==> src/rtl/gpio_irq_pkg.sv <==
package gpio_irq_pkg;

  // Edge request from a one-cycle transition pair
  function automatic logic edge_hit(input logic rise, input logic fall,
                                    input logic pol, input logic any);
    if (any) return rise | fall;
    return pol ? rise : fall;
  endfunction

  // Level request: the pin sits at its active level
  function automatic logic level_hit(input logic v, input logic pol);
    return v == pol;
  endfunction

  // Next state of a latched event bit; a new event beats the clear
  function automatic logic latch_next(input logic cur, input logic ev,
                                      input logic clr, input logic keep);
    if (!keep) return 1'b0;
    return ev | (cur & ~clr);
  endfunction

endpackage

==> src/rtl/gpio_irq_sync.sv <==
module gpio_irq_sync #(
  parameter int W = 32
) (
  input  logic         clk,
  input  logic         rst_n,
  input  logic [W-1:0] d,
  output logic [W-1:0] q
);
  logic [W-1:0] meta;

  always_ff @(posedge clk or negedge rst_n) begin
    if (!rst_n) begin
      meta <= '0;
      q    <= '0;
    end else begin
      meta <= d;
      q    <= meta;
    end
  end

  // the second stage always carries what the first held one cycle earlier
  assert_sync_chain_R2: assert property (@(posedge clk) disable iff (!rst_n)
    1'b1 |=> q == $past(meta));
endmodule

==> src/rtl/gpio_irq_debounce.sv <==
module gpio_irq_debounce #(
  parameter int DEB_TICKS = 4
) (
  input  logic clk,
  input  logic rst_n,
  input  logic sin,
  input  logic tick,
  input  logic enable,
  output logic filt
);
  localparam int CW = (DEB_TICKS > 2) ? $clog2(DEB_TICKS) : 1;
  localparam logic [CW-1:0] LAST = CW'(DEB_TICKS - 1);

  logic          held;
  logic [CW-1:0] cnt;
  logic          differs;
  logic          commit;

  assign differs = sin != held;
  assign commit  = enable && differs && tick && (cnt == LAST);

  always_ff @(posedge clk or negedge rst_n) begin
    if (!rst_n) begin
      held <= 1'b0;
      cnt  <= '0;
    end else if (!enable) begin
      held <= sin;
      cnt  <= '0;
    end else if (!differs) begin
      cnt <= '0;
    end else if (tick) begin
      if (cnt == LAST) begin
        held <= sin;
        cnt  <= '0;
      end else begin
        cnt <= cnt + 1'b1;
      end
    end
  end

  assign filt = enable ? held : sin;

  // while filtering, the held level moves only on a tick
  assert_deb_tick_only_R11: assert property (@(posedge clk) disable iff (!rst_n)
    (enable && !tick) |=> $stable(held) || !$past(enable));
  // a commit always lands the synchronised value
  assert_deb_commit_R11: assert property (@(posedge clk) disable iff (!rst_n)
    commit |=> held == $past(sin));
endmodule

==> src/rtl/gpio_irq_cell.sv <==
module gpio_irq_cell
  import gpio_irq_pkg::*;
(
  input  logic clk,
  input  logic rst_n,
  input  logic filt,
  input  logic en,
  input  logic etype,
  input  logic pol,
  input  logic any,
  input  logic clr,
  output logic ev,
  output logic raw
);
  logic prev;
  logic latched;
  logic rise;
  logic fall;
  logic keep;

  assign rise = filt & ~prev;
  assign fall = ~filt & prev;
  assign keep = en & etype;
  assign ev   = keep & edge_hit(rise, fall, pol, any);

  always_ff @(posedge clk or negedge rst_n) begin
    if (!rst_n) begin
      prev    <= 1'b0;
      latched <= 1'b0;
    end else begin
      prev    <= filt;
      latched <= latch_next(latched, ev, clr, keep);
    end
  end

  always_comb begin
    if (!en)        raw = 1'b0;
    else if (etype) raw = latched;
    else            raw = level_hit(filt, pol);
  end

  // an event is latched next cycle, even against a clear
  assert_event_latched_R10: assert property (@(posedge clk) disable iff (!rst_n)
    ev |=> latched);
  // a clear without a new event drops the latch
  assert_eoi_clears_R9: assert property (@(posedge clk) disable iff (!rst_n)
    (clr && !ev) |=> !latched);
  // a disabled pin holds nothing
  assert_disabled_drop_R6: assert property (@(posedge clk) disable iff (!rst_n)
    !en |=> !latched);
endmodule

==> src/rtl/gpio_irq_detect.sv <==
module gpio_irq_detect #(
  parameter int NPINS     = 32,
  parameter int DEB_TICKS = 4
) (
  input  logic             clk,
  input  logic             rst_n,
  input  logic [NPINS-1:0] pin_in,
  input  logic             deb_tick,
  input  logic [NPINS-1:0] irq_en,
  input  logic [NPINS-1:0] irq_mask,
  input  logic [NPINS-1:0] edge_type,
  input  logic [NPINS-1:0] polarity,
  input  logic [NPINS-1:0] any_edge,
  input  logic [NPINS-1:0] deb_en,
  input  logic [NPINS-1:0] eoi,
  output logic [NPINS-1:0] raw_status,
  output logic [NPINS-1:0] masked_status,
  output logic             irq
);
  logic [NPINS-1:0] sync_q;
  logic [NPINS-1:0] filt;
  logic [NPINS-1:0] ev_vec;

  gpio_irq_sync #(.W(NPINS)) u_sync (
    .clk(clk), .rst_n(rst_n), .d(pin_in), .q(sync_q)
  );

  for (genvar i = 0; i < NPINS; i++) begin : g_pin
    gpio_irq_debounce #(.DEB_TICKS(DEB_TICKS)) u_deb (
      .clk(clk), .rst_n(rst_n), .sin(sync_q[i]), .tick(deb_tick),
      .enable(deb_en[i]), .filt(filt[i])
    );
    gpio_irq_cell u_cell (
      .clk(clk), .rst_n(rst_n), .filt(filt[i]), .en(irq_en[i]),
      .etype(edge_type[i]), .pol(polarity[i]), .any(any_edge[i]),
      .clr(eoi[i]), .ev(ev_vec[i]), .raw(raw_status[i])
    );
  end

  assign masked_status = raw_status & ~irq_mask;
  assign irq           = |masked_status;

  // disabled pins never request
  assert_enable_gate_R6: assert property (@(posedge clk) disable iff (!rst_n)
    (raw_status & ~irq_en) == '0);
  // masked bits never appear in the masked view
  assert_mask_hides_R7: assert property (@(posedge clk) disable iff (!rst_n)
    (masked_status & irq_mask) == '0);
  // the line is high only with some unmasked request
  assert_line_needs_bit_R8: assert property (@(posedge clk) disable iff (!rst_n)
    irq |-> ((raw_status & ~irq_mask) != '0));
  // an event at the pins shows up in raw status next cycle
  assert_event_visible_R4: assert property (@(posedge clk) disable iff (!rst_n)
    (ev_vec != '0) |=> ((raw_status & $past(ev_vec)) == $past(ev_vec)) ||
                       ($past(ev_vec) & ~(irq_en & edge_type)) != '0);
endmodule

==> config.mk <==
export PLATFORM = sky130hd
export DESIGN_NAME = gpio_irq_detect
export DESIGN_NICKNAME = d
export VERILOG_FILES = /design/src/rtl/gpio_irq_pkg.sv /design/src/rtl/gpio_irq_sync.sv /design/src/rtl/gpio_irq_debounce.sv /design/src/rtl/gpio_irq_cell.sv /design/src/rtl/gpio_irq_detect.sv
export SDC_FILE = /design/constraint.sdc
export NUM_CORES = 1
export LEC_CHECK = 0
export BUFFER_PORTS_ARGS = -buffer_cell sky130_fd_sc_hd__buf_2
export CAP_MARGIN = 20
export CORE_ASPECT_RATIO = 2
export CORE_UTILIZATION = 54
export CTS_CLUSTER_SIZE = 14
export DETAILED_ROUTE_END_ITERATION = 10
export GPL_ROUTABILITY_DRIVEN = 0
export PLACE_DENSITY = 0.81
export SETUP_SLACK_MARGIN = 0.2
export SYNTH_ARGS = -nofsm -noshare
export SYNTH_HDL_FRONTEND = slang
export SYNTH_HIERARCHICAL = 1
export SYNTH_SLANG_ARGS = --single-unit
==> constraint.sdc <==
create_clock -name clk -period 2.32 [get_ports clk]
set_input_delay 0 -clock clk [delete_from_list [all_inputs] [get_ports clk]]
set_output_delay 0 -clock clk [all_outputs]
set_load 0.03 [all_outputs]
=== After elaboration in Yosys (flattened, before gate mapping) ===
Cells that the tools add are included.

* Equal/unequal tests: 224
* Muxes and demuxes: 512
* Bitwise operators: 322
* Add/sub/neg operators: 32
* Reductions and logical operators: 33

{| class="wikitable"
|+ Operators by type and width
! cell !! count
|-
| 2-to-1 mux 1 bit || 384
|-
| 2-to-1 mux 2 bit || 128
|-
| AND 1 bit || 160
|-
| inequality test 2 x 1 -> 1 bit (second input constant) || 64
|-
| inequality test 3 bit (second input constant) || 32
|-
| inverter 1 bit || 96
|-
| AND reduction 3 bit || 32
|-
| adder 2 x 1 -> 2 bit (second input constant) || 32
|-
| == test 2 bit (second input constant) || 32
|-
| inequality test 2 bit (second input constant) || 32
|-
| bitwise OR 1 bit || 64
|-
| AND 32 bit || 1
|-
| == test 1 bit || 32
|-
| inequality test 1 bit || 32
|-
| inverter 32 bit || 1
|-
| OR reduction 32 bit || 1
|}

* Logic and storage cells: 1253
* Input bits: 259
* Output and inout bits: 65
* Register bits: 224

=== Longest topological paths before layout ===
Gate-level depths: netlist (run 1).

* Depth in word-level cells: 9
* Gate-level depth with buffers: 8
* Gate-level depth less buffers: 8

=== Hierarchy ===
Netlist (run 1), hierarchy kept.

{| class="wikitable"
|+ By module, submodules not included
! module !! times used !! area an instance (um^2) !! seq. area each (um^2) !! cells each
|-
| gpio_irq_debounce || 32 || 172.7 || 75.1 || 14
|-
| gpio_irq_cell || 32 || 152.6 || 50.0 || 17
|-
| gpio_irq_sync || 1 || 1601.5 || 1601.5 || 64
|-
| gpio_irq_detect || 1 || 391.6 || 0.0 || 43
|}

=== Worst setup path after synthesis (run 1) ===
No wires, ideal clock.

* Path kind: flip-flop to output port
* From: register g_pin[1].u_deb.held
* To: output port irq
* Path slack: 20 ps
* Path buffers: 0
* Stages on the path, launching flop included: 9
* Data required time: 2320 ps
* Data arrival time: 2300 ps
* Cell sequence: dfrtp_1 > mux2_2 > xor2_1 > o21ai_0 > and2_1 > nor2b_1 > nor4_2 > nand4_1 > or2_1

* Cells in the longest elaborated chain, start to end: 6

{| class="wikitable"
|+ RTL lines
! what !! RTL line !! text
|-
| from (decl) || gpio_irq_debounce.sv:14 || <nowiki>logic held;</nowiki>
|-
| from (signal assigned) || gpio_irq_debounce.sv:27 || <nowiki>held <= sin;</nowiki>
|-
| from (signal assigned) || gpio_irq_debounce.sv:33 || <nowiki>held <= sin;</nowiki>
|-
| 2-to-1 mux 1 bit || gpio_irq_debounce.sv:41 || <nowiki>assign filt = enable ? held : sin;</nowiki>
|-
| named net filt[1] || gpio_irq_detect.sv:21 || <nowiki>logic [NPINS-1:0] filt;</nowiki>
|-
| == test 1 bit || gpio_irq_pkg.sv:12 || <nowiki>return v == pol;</nowiki>
|-
| 2-to-1 mux 1 bit || gpio_irq_cell.sv:38 || <nowiki>else if (etype) raw = latched;</nowiki>
|-
| 2-to-1 mux 1 bit || gpio_irq_cell.sv:37 || <nowiki>if (!en) raw = 1'b0;</nowiki>
|-
| named net raw_status[1] || gpio_irq_detect.sv:16 || <nowiki>output logic [NPINS-1:0] raw_status,</nowiki>
|-
| AND 32 bit || gpio_irq_detect.sv:40 || <nowiki>assign masked_status = raw_status & ~irq_mask;</nowiki>
|-
| named net masked_status[1] || gpio_irq_detect.sv:17 || <nowiki>output logic [NPINS-1:0] masked_status,</nowiki>
|-
| OR reduction 32 bit || gpio_irq_detect.sv:41 || <nowiki>assign irq = |masked_status;</nowiki>
|-
| to (decl) || gpio_irq_detect.sv:18 || <nowiki>output logic irq</nowiki>
|}

The timed path passes the listed nets, and every way through them passes these cells.

=== Final worst setup path (run 1) ===
* From: register u_sync.q[3]
* To: output port irq

* Cells in the longest elaborated chain, start to end: 6

{| class="wikitable"
|+ RTL lines
! what !! RTL line !! text
|-
| from (decl) || gpio_irq_sync.sv:7 || <nowiki>output logic [W-1:0] q</nowiki>
|-
| from (signal assigned) || gpio_irq_sync.sv:17 || <nowiki>q <= meta;</nowiki>
|-
| 2-to-1 mux 1 bit || gpio_irq_debounce.sv:41 ||
|-
| named net filt[3] || gpio_irq_detect.sv:21 ||
|-
| == test 1 bit || gpio_irq_pkg.sv:12 ||
|-
| 2-to-1 mux 1 bit || gpio_irq_cell.sv:38 ||
|-
| 2-to-1 mux 1 bit || gpio_irq_cell.sv:37 ||
|-
| AND 32 bit || gpio_irq_detect.sv:40 ||
|-
| OR reduction 32 bit || gpio_irq_detect.sv:41 ||
|}

The timed path passes the listed nets, and every way through them passes these cells.

==> impl_results.md, run 1 <==
* CP max FO at 4
* Setup crit end: irq
* First-pass GRT wire length at 54.7 mm
* TritonCTS Buffers at 21
* Synth Cell Area at roughly 12000 µm²
* Max transition margin at between 50% and 60%
* Leak pwr at 0.00905 µW
* Net count of the mapped netlist at roughly 1400
* Vias in the first global route at 11500
* Pint at between 7000 and 8000 µW
* # rows at 77
* Layout cells sized above 1 at 39.1%
* Most frequent cells in the layout: buf_2, dfrtp_1, dlygate4sd3_1
* DR WL/cell at 19.6 µm
* Final Hold Fails at 2
* Clock power share at 33.5%
* Worst skew pair latency at approximately 0.51 ns
* Worst path arrival time at 2.92 ns
* Post-DP HPWL at 21.2 mm
* Area delta synth->final at 45.6%
* Die Height at roughly 220 µm
* Hold WS at -0.0209 ns
* Die X at 109 µm
* Worst slew pin tran at 0.716 ns
* Commonest non-fill, non-tap cell in the layout: buf_2
* Crit. Startpoint: u_sync/q[3]
* Final setup violation count at 1
* Kind of critical path: reg2out
* Core ar. at approximately 22000 µm²
* PwrDens at approximately 590 nW/µm²
* RR Endpoint: g_pin[17].u_cell/latched
* RSZ-0062 raised after global routing: true
* Initial antenna violation count at 9
* Via density per instance at 5.52
* Slew Limit Fails at 0
* Setup ws final at -0.602 ns
* Input/output buffers at 323
* GRT overflow at 0
* TritonCTS clock tree: yes
* Worst-path clk slew at 0.07 ns
* CP endpoint kind: output port
* CP Data Required Time at 2.32 ns
* R2r worst-path depth at 6
* Fin crit period at 2.92 ns
* H-tree depth at 1
* FF-to-FF setup slack at 0.22 ns
* Synthesized instance count at 1067
* # IOs at approximately 320
* Class of the worst hold path: in2reg
* Sw Share at approximately 29%
* P_sw at approximately 3000 µW
* Tot Pwr at 10500 µW
* TritonRoute pass-1 iters at 5
* Clock sink count at 224
* Combinational fraction of design power at about a quarter
* Outcome: finished with violations
* Residual DRC at 0
* Starting DRT DRC Count at a little under 500
* Max-Cap Viols at 0
* Vias at about 11000
* CTS root buffer: clkbuf_16
* Startpoint class of the critical path: register
* Starting density of the core at 55.2%
* Setup TNS at -0.602 ns
* Total wire length at between 30 and 40 mm
* Clk_skew at 0.0196 ns
* Fin nets at 2018
* Seq pwr share at 41.6%
* Fin crit share at 126%
* Clk buf depth at 3
* Synth warn at 6
* GRT Total Usage at 29.8%
* Fmax achieved at 342 MHz
* Failing checks: negative hold slack, negative setup slack
* Post-Syn Area per Cell at 11.5 µm²
* DIE AREA at 23400 µm²
* FF-to-FF Start: u_sync/q[17]
* Maximum number of pins on one net before global-route repair at a little over 90
* Maximum VDD drop at around 690 µV
* Antenna viol nets, final at 0
[how the worst min path moves through the flow]
stage / start / slack, ns / cells past startpoint / end
finish: polarity[7] / -0.02 / 4 / g_pin[7].u_cell/latched
CTS: polarity[23] / -0.03 / 4 / g_pin[23].u_cell/latched
floorplan: rst_n / -0.30 / 0 / g_pin[0].u_cell/latched
detailed placement: rst_n / 0.07 / 1 / u_sync/meta[0]
global placement: rst_n / 0.07 / 1 / u_sync/meta[0]
global route: polarity[1] / -0.01 / 4 / g_pin[1].u_cell/latched
[registers in the layout (all words and copies together), names as in the netlist]
| name | count |
|---|---|
| g_pin.u_deb/cnt | 64 |
| g_pin.u_cell/prev | 32 |
| g_pin.u_deb/held | 32 |
| u_sync/q | 32 |
| g_pin.u_cell/latched | 32 |
| u_sync/meta | 32 |
[layout make-up]
type | count | area, µm²
multi-input cells | 747 | 6720
flip-flops and latches | 224 | 5610
fillers | 1138 | 4370
repair buffers | 573 | 4170
clock buffers | 26 | 574
inverters | 96 | 360
well taps | 276 | 345
clock inverters | 7 | 88.8
diodes | 7 | 17.5
[timing repair]
| item | CTS | global route |
|---|---|---|
| setup endpoints to repair | 13 | 43 |
| pin swaps | 16 | 40 |
| hold buffers | 166 | 14 |
| gates resized for setup | 52 | 118 |
| endpoints found under the hold margin | 276 | 7 |
| setup buffers | 27 | 35 |
[per-stage QoR]
stage | instances | utilization, % | area, µm² | hold WS (ns) | setup WS (ns)
2_1_floorplan | 1067 | - | 12300 | -0.296 | 0.202
3_3_place_gp | 1680 | 65.0 | 14500 | 0.0712 | -0.443
3_5_place_dp | 1680 | 65.0 | 14500 | 0.0734 | -0.461
4_1_cts | 1906 | 77.3 | 17200 | -0.0282 | -0.543
5_1_grt | 1956 | 80.3 | 17900 | -0.0117 | -0.664
6_report | 1956 | 80.3 | 17900 | -0.0209 | -0.602
[routing by layer]
| metal | global-route usage (%) | vias up | wire length (µm) |
|---|---|---|---|
| li1 | - | 4821 | - |
| met3 | 5.40 | 233 | 2210 |
| met5 | 0 | - | 24 |
| met2 | 55.0 | 494 | 20600 |
| met1 | 29.3 | 5241 | 12500 |
| met4 | 19.7 | 4 | 2820 |
[critical path: stages, from the launching register on]
cell and delay, ns:
dfrtp_1 0.40, mux2_4 0.31, xor2_1 0.30, o21ai_1 0.11, and2_4 0.17, nor2b_4 0.13, nor4_4 0.36, nand4_1 0.20
or2_1 0.28, buf_6 0.14
[power groups by stage]
stage          sequential [µW]  clock (µW)  combinational (µW)
2_1_floorplan             4370           0                1210
3_3_place_gp              4390           0                1870
3_5_place_dp              4410           0                1930
4_1_cts                   4330        3530                2300
5_1_grt                   4380        3680                2810
6_report                  4350        3500                2610
Power figures use the tool's default switching activity.
==> run 2: changes to the inputs <==
Settings changed: CELL_PAD_IN_SITES_DETAIL_PLACEMENT set to 0, CELL_PAD_IN_SITES_GLOBAL_PLACEMENT set to 2, CORE_UTILIZATION 54 to 34, CTS_CLUSTER_SIZE 14 to 16, PLACE_DENSITY 0.81 to unset, PLACE_DENSITY_LB_ADDON set to 0.1.
==> run 2 against run 1 <==
The run still ends with negative hold slack, negative setup slack left. Cell count increased by 9.6%. First-iteration DRC count fell by 56%. Wire length decreased by 19%. Critical endpoint unchanged. Largest cell class unchanged.
==> impl_results.md, run 2 (same netlist as run 1, synthesis figures left out) <==
* Outcome: finished with violations
* Failing checks: negative hold slack, negative setup slack
* Residual DRC at 0 (unchanged)
* Antenna viol nets, final at 0 (unchanged)
* Hold WS at -0.0294 ns (-0.00850 ns)
* Class of the worst hold path: in2reg
* Final instance area at 18200 µm² (+1.7%)
* # IOs at 324 (unchanged)
* # rows at 98 (+27%)
* TritonRoute pass-1 iters at 4 (-1)
* Worst path arrival time at 2.73 ns (-0.19 ns)
* Grt met2 use at 34.2% (-21 points)
* Post-DP HPWL at 22.9 mm (+8.2%)
* Leak pwr at 0.00913 µW (+0.84%)
* Die Height at 271 µm (+26%)
* Fin crit period at 2.73 ns (-0.190 ns)
* TritonCTS Buffers at 23 (+9.5%)
* RSZ-0062 raised after global routing: true
* Input/output buffers at 323 (unchanged)
* TritonCTS clock tree: yes
* P_sw at 2850 µW (-4.7%)
* Starting DRT DRC Count at 212 (-56%)
* Most frequent cells in the layout: buf_2, dfrtp_1, dlygate4sd3_1
* Clock sink count at 224 (unchanged)
* CP max FO at 4 (unchanged)
* Final setup violation count at 1 (unchanged)
* CTS root buffer: clkbuf_16
* Vias at 9853 (-8.7%)
* Slew Limit Fails at 0 (unchanged)
* Placed Area at 14700 µm² (+1.4%)
* Final Util at 51.0% (-29 points)
* Vias in the first global route at 10600 (-7.4%)
* H-tree depth at 1 (unchanged)
* Clk buf depth at 3 (unchanged)
* Fmax achieved at 366 MHz (+7.0%)
* Worst skew pair latency at 0.53 ns (+0.02 ns)
* GRT Total Usage at 17.0% (-13 points)
* Setup ws final at -0.412 ns (+0.190 ns)
* GRT overflow at 0 (unchanged)
* GR Util met3 at 3.00% (-2.4 points)
* CP endpoint kind: output port
* Maximum number of pins on one net before global-route repair at 77 (-15%)
* Die X at 136 µm (+26%)
* Combinational fraction of design power at 23.4% (-1.6 points)
* DR WL/cell at 14.4 µm (-26%)
* Initial antenna violation count at 8 (-1)
* Fin crit share at 118% (-8.2 points)
* Worst slew pin tran at 0.667 ns (-0.0491 ns)
* Kind of critical path: reg2out
* Max transition margin at 55.5% (+3.3 points)
* Starting density of the core at 34.4% (-21 points)
* First-pass GRT wire length at 49.4 mm (-9.6%)
* Core ar. at 35700 µm² (+60%)
* Sw Share at 27.6% (-1.1 points)
* Pint at 7500 µW (+0.47%)
* CP Data Required Time at 2.32 ns (about the same)
* Startpoint class of the critical path: register
* Most Crowded Layer GR: met2
* Seq pwr share at 41.8% (+0.2 points)
* Commonest non-fill, non-tap cell in the layout: buf_2
* Clock power share at 34.8% (+1.3 points)
* Fin nets at 2029 (+0.55%)
* R2r worst-path depth at 6 (unchanged)
* Hold path depth at 4 (unchanged)
* Max-Cap Viols at 0 (unchanged)
* Max FFs per register at 64 (unchanged)
* PwrDens at 570 nW/µm² (-2.7%)
* Worst-path clk slew at 0.06 ns (about the same)
* Met1 GRT Util at 16.7% (-13 points)
* Clk_skew at 0.00791 ns (-0.0117 ns)
* Via density per instance at 4.60 (-17%)
* DIE AREA at 36900 µm² (+58%)
* Total wire length at 30.9 mm (-19%)
* Final Hold Fails at 3 (+1)
* Area delta synth->final at 48.1%
* Maximum VDD drop at 455 µV (-34%)
* Layout cells sized above 1 at 38.2% (-0.89 points)
* Biggest register: g_pin.u_deb/cnt
run 2: timing repair:
item	4_1_cts	5_1_grt
hold buffers	180	5
endpoints found under the hold margin	323	4
pin swaps	24	25
buffers inserted	36	25
gates resized for setup	79	74
endpoints found under the setup margin	17	38
run 2: final timing paths:
path                                      from                        to  slack (ns)
max in group asynchronous                rst_n           u_sync/meta[29]        1.47
setup reg to reg           g_pin[2].u_deb/held   g_pin[2].u_cell/latched        0.28
setup / recovery                   u_sync/q[7]                       irq       -0.41
hold / removal                    any_edge[16]  g_pin[16].u_cell/latched       -0.03
min in group asynchronous                rst_n   g_pin[1].u_cell/latched        0.03
hold reg to reg                u_sync/meta[17]              u_sync/q[17]        0.35
run 2: critical path, stage by stage (launching register included):
cell     delay (ns)
dfrtp_1        0.40
mux2_4         0.30
xor2_1         0.15
o21ai_0        0.08
and2_1         0.17
nor2b_4        0.13
nor4_2         0.25
buf_4          0.17
nand4_1        0.13
or2_1          0.29
buf_6          0.15
run 2: power by group through the flow:
stage / registers, µW / logic (µW) / clock network [µW]
after global placement: 4400 / 1920 / 0
after floorplan: 4370 / 1210 / 0
after global routing: 4360 / 2690 / 3910
after CTS: 4330 / 2370 / 3780
final: 4330 / 2420 / 3610
after detailed placement: 4410 / 1940 / 0
run 2: metrics by stage:
step                      setup TNS [ns]  total power, µW  instances  hold WS, ns  worst slack [ns]
after CTS                         -0.490            10500       2112       0.0669            -0.490
final                             -0.412            10400       2143      -0.0294            -0.412
after detailed placement          -0.260             6350       1854       0.0358            -0.260
after global placement            -0.246             6320       1854       0.0254            -0.246
after global routing              -0.580            11000       2143      0.00222            -0.580
after floorplan                        0             5570       1067       -0.296             0.202
run 2: layout make-up:
cell class	instances	area [µm²]
fillers	3355	17500
multi-input cells	747	6680
flip-flops and latches	224	5610
repair buffers	582	4260
clock buffers	35	681
well taps	450	563
inverters	96	360
clock inverters	7	38.8
diodes	2	5.00
run 2: metal layers:
| layer | wire [µm] | part of all wire (%) |
|---|---|---|
| met2 | 17800 | 58 |
| met3 | 1460 | 4.7 |
| met5 | 49 | 0.16 |
| met1 | 11000 | 36 |
| met4 | 575 | 1.9 |
==> run 3: changes to the inputs <==
Settings changed: ABC_CLOCK_PERIOD_IN_PS set to 2320, CORE_UTILIZATION 34 to 33, SYNTH_HIERARCHICAL 1 to unset.
==> run 3 against run 2 <==
The flow still finishes with violations (negative hold slack, negative setup slack). Die area increased by 1.5%. Combinational power is 14% lower. Via count fell by 0.31%. Utilization decreased by 2.7 points. Synthesized cell count is 11% higher. Clock-buffer cell count down 1. Total power fell by 2.3%. Design area fell by 4.7%. Clock power is 2% higher. Sequential power barely moved. Non-clock buffer count fell by 21.
==> impl_results.md, run 3 <==
* Synth top area cells: dfrtp_1, ha_1, mux2i_1, mux2_2, nand2_1
* GRT overflow at 0 (unchanged)
* Kind of critical path: reg2out
* Core ar. at 35900 µm² (+0.69%)
* Worst-path clk slew at 0.06 ns (about the same)
* Maximum VDD drop at 552 µV (+21%)
* Startpoint class of the critical path: register
* Residual DRC at 0 (unchanged)
* H-tree depth at 1 (unchanged)
* GRT Total Usage at 15.7% (-1.3 points)
* CP Data Required Time at 2.32 ns (about the same)
* Synth Cell Area at 12100 µm² (-1.5%)
* Primary FF master, synth: dfrtp_1
* Clock sink count at 224 (unchanged)
* # IOs at 324 (unchanged)
* CP endpoint kind: output port
* # rows at 98 (unchanged)
* Buf/Inv on CP at 2 (unchanged)
* Slew Limit Fails at 0 (unchanged)
* Flops & latches, synth at around 220
* Commonest non-fill, non-tap cell in the layout: buf_2
* Class of the worst hold path: in2async
* DIE AREA at 37500 µm² (+1.5%)
* Clk buf depth at 3 (unchanged)
* Crit. Startpoint: g_pin[26].u_deb.held
* Via density per instance at 4.48 (-2.5%)
* TritonCTS clock tree: yes
* Failing checks: negative hold slack, negative setup slack
* Most frequent cells in the layout: buf_2, dfrtp_1, dlygate4sd3_1, nand2_1, nor2_1
* Crit-path max cell delay at 0.56 ns (+0.16 ns)
* Fin nets at 2081 (+2.6%)
* RSZ-0062 raised after global routing: true
* FF-to-FF Start: g_pin[26].u_deb.held
* Final Util at 48.2% (-2.7 points)
* Sequential-to-total area share from yosys stat at 46.3%
* Net count of the mapped netlist at 1537 (+8.1%)
* CP max FO at 3 (-1)
* Area delta synth->final at 43.2%
* Maximum number of pins on one net before global-route repair at 59 (-23%)
* Max transition margin at 66.5% (+11 points)
* Max-Cap Viols at 0 (unchanged)
* TritonCTS Buffers at 24 (+4.3%)
* Synth top cells by count: dfrtp_1, nand2_1, nor2_1, mux2i_1, ha_1
* Antenna viol nets, final at 0 (unchanged)
* Final Hold Fails at 3 (unchanged)
* Worst skew pair latency at 0.52 ns (about the same)
* Leak pwr at 0.00899 µW (-1.5%)
* Die Height at 273 µm (+0.73%)
* Top-count cell post-synth: dfrtp_1
* Post-Syn Area per Cell at 10.2 µm² (-11%)
* Setup ws final at -0.259 ns (+0.153 ns)
* FFs w/ async S/R, synth at 100%
* Post-DP HPWL at 21.6 mm (-5.8%)
* Fmax achieved at 388 MHz (+5.9%)
* Synthesized instance count at 1182 (+11%)
* Fin crit period at 2.58 ns (-0.153 ns)
* Clk_skew at 0.0108 ns (+0.00292 ns)
* TritonRoute pass-1 iters at 4 (unchanged)
* Post-synth EDFFs at 0
* Hold WS at -0.0170 ns (+0.0124 ns)
* Area leader, netlist: dfrtp_1
* Input/output buffers at 323 (unchanged)
* Biggest register: g_pin.u_deb.cnt
* Vias in the first global route at 10300 (-2.8%)
* Outcome: finished with violations
* Synth warn at 0 (-6)
* Worst slew pin tran at 0.503 ns (-0.164 ns)
* Worst path arrival time at 2.58 ns (-0.15 ns)
* First-pass GRT wire length at 46.8 mm (-5.3%)
* Total wire length at 29.1 mm (-5.7%)
* Delay-heaviest family, CP: simple AND/OR/NAND/NOR gates
* Max FFs per register at 64 (unchanged)
* Final setup violation count at 1 (unchanged)
* Count of cell types in the netlist at 33
* Max stage delay cell, worst path: or4_4
* Initial antenna violation count at 2 (-6)
* PwrDens at 584 nW/µm² (+2.5%)
* Die X at 137 µm (+0.73%)
* Tot Pwr at 10100 µW (-2.3%)
* Layout cells sized above 1 at 26.9% (-11 points)
* Starting DRT DRC Count at 233 (+9.9%)
* Vias at 9822 (-0.31%)
* CTS root buffer: clkbuf_16
* DR WL/cell at 13.3 µm (-7.7%)
* Worst path cell trace: mux2i_4 > xnor2_2 > a211oi_2 > or4_4 > nor4_4 > buf_4 > nand4_1 > buf_6
* Area share of the largest cell type after synthesis at 46.3%
* Setup TNS at -0.259 ns (+0.153 ns)
* Fin crit share at 111% (-6.6 points)
* Starting density of the core at 33.7% (-0.75 points)
==> run 3: final timing paths <==
check,to,slack [ns],cells past startpoint
setup / recovery,irq,-0.26,8
hold / removal,g_pin[19].u_cell.prev,-0.02,2
setup reg to reg,g_pin[26].u_cell.latched,0.29,7
hold reg to reg,u_sync.q[26],0.34,0
max in group asynchronous,g_pin[22].u_cell.prev,1.54,3
min in group clk,u_sync.meta[13],0.11,2
==> run 3: stage by stage <==
step,instance area [µm²],cells,setup WS [ns]
3_3_place_gp,14200,1924,-0.122
2_1_floorplan,12100,1182,0.259
4_1_cts,17200,2187,-0.365
5_1_grt,17300,2190,-0.384
6_report,17300,2190,-0.259
3_5_place_dp,14200,1924,-0.183
==> run 3: area by class of cell <==
type	count	area, µm²
tap	450	563
inverter	94	353
fill	3508	18600
antenna	1	2.50
timing repair buffer	561	4050
multi-input combinational	821	6030
sequential	224	5610
clock buffer	34	679
clock inverter	5	50.0
==> run 3: worst reg2reg max path: cells and delay by family, from the launching register on <==
kind	cells	cell delay [ns]
DFF	1	0.41
muxes	2	0.48
AOI/OAI and AO/OA	2	0.18
adders and majority gates	1	0.18
buffers and inverters	2	0.64
==> run 3: routing by layer <==
layer  part of all wire, %  GRT usage, %  up-vias
met3                   4.6          2.37       29
met2                    57          31.8      211
li1                      -             -     4952
met5                 0.055             0        -
met1                    37          15.7     4628
met4                   1.6          4.37        2
==> run 3: cells by family (layout without fill, tap and decap cells) <==
group           after synthesis  count (layout)  share of synthesized area [%]
xor+xnor                     46              46                           3.45
mux                         178             178                           15.5
fa+ha+maj                    96              96                           9.93
other cells                   0               1                              0
flops                       224             224                           46.3
compound gates               94              94                           4.12
simple gates                407             407                           15.4
buf+inv                     137             694                           5.31
==> run 3: power breakdown <==
group          switching, µW  leakage [µW]  internal, µW  total [µW]
clock network           1560      0.000361          2130        3690
registers                186       0.00280          4170        4360
logic                   1010       0.00583          1060        2070
==> run 3: repair_timing <==
item	4_1_cts	5_1_grt
gates cloned	0	0
pin swaps	1	1
hold buffers	224	0
resized for setup	11	23
buffers inserted	0	2
endpoints found under the hold margin	416	0
setup endpoints to repair	3	12
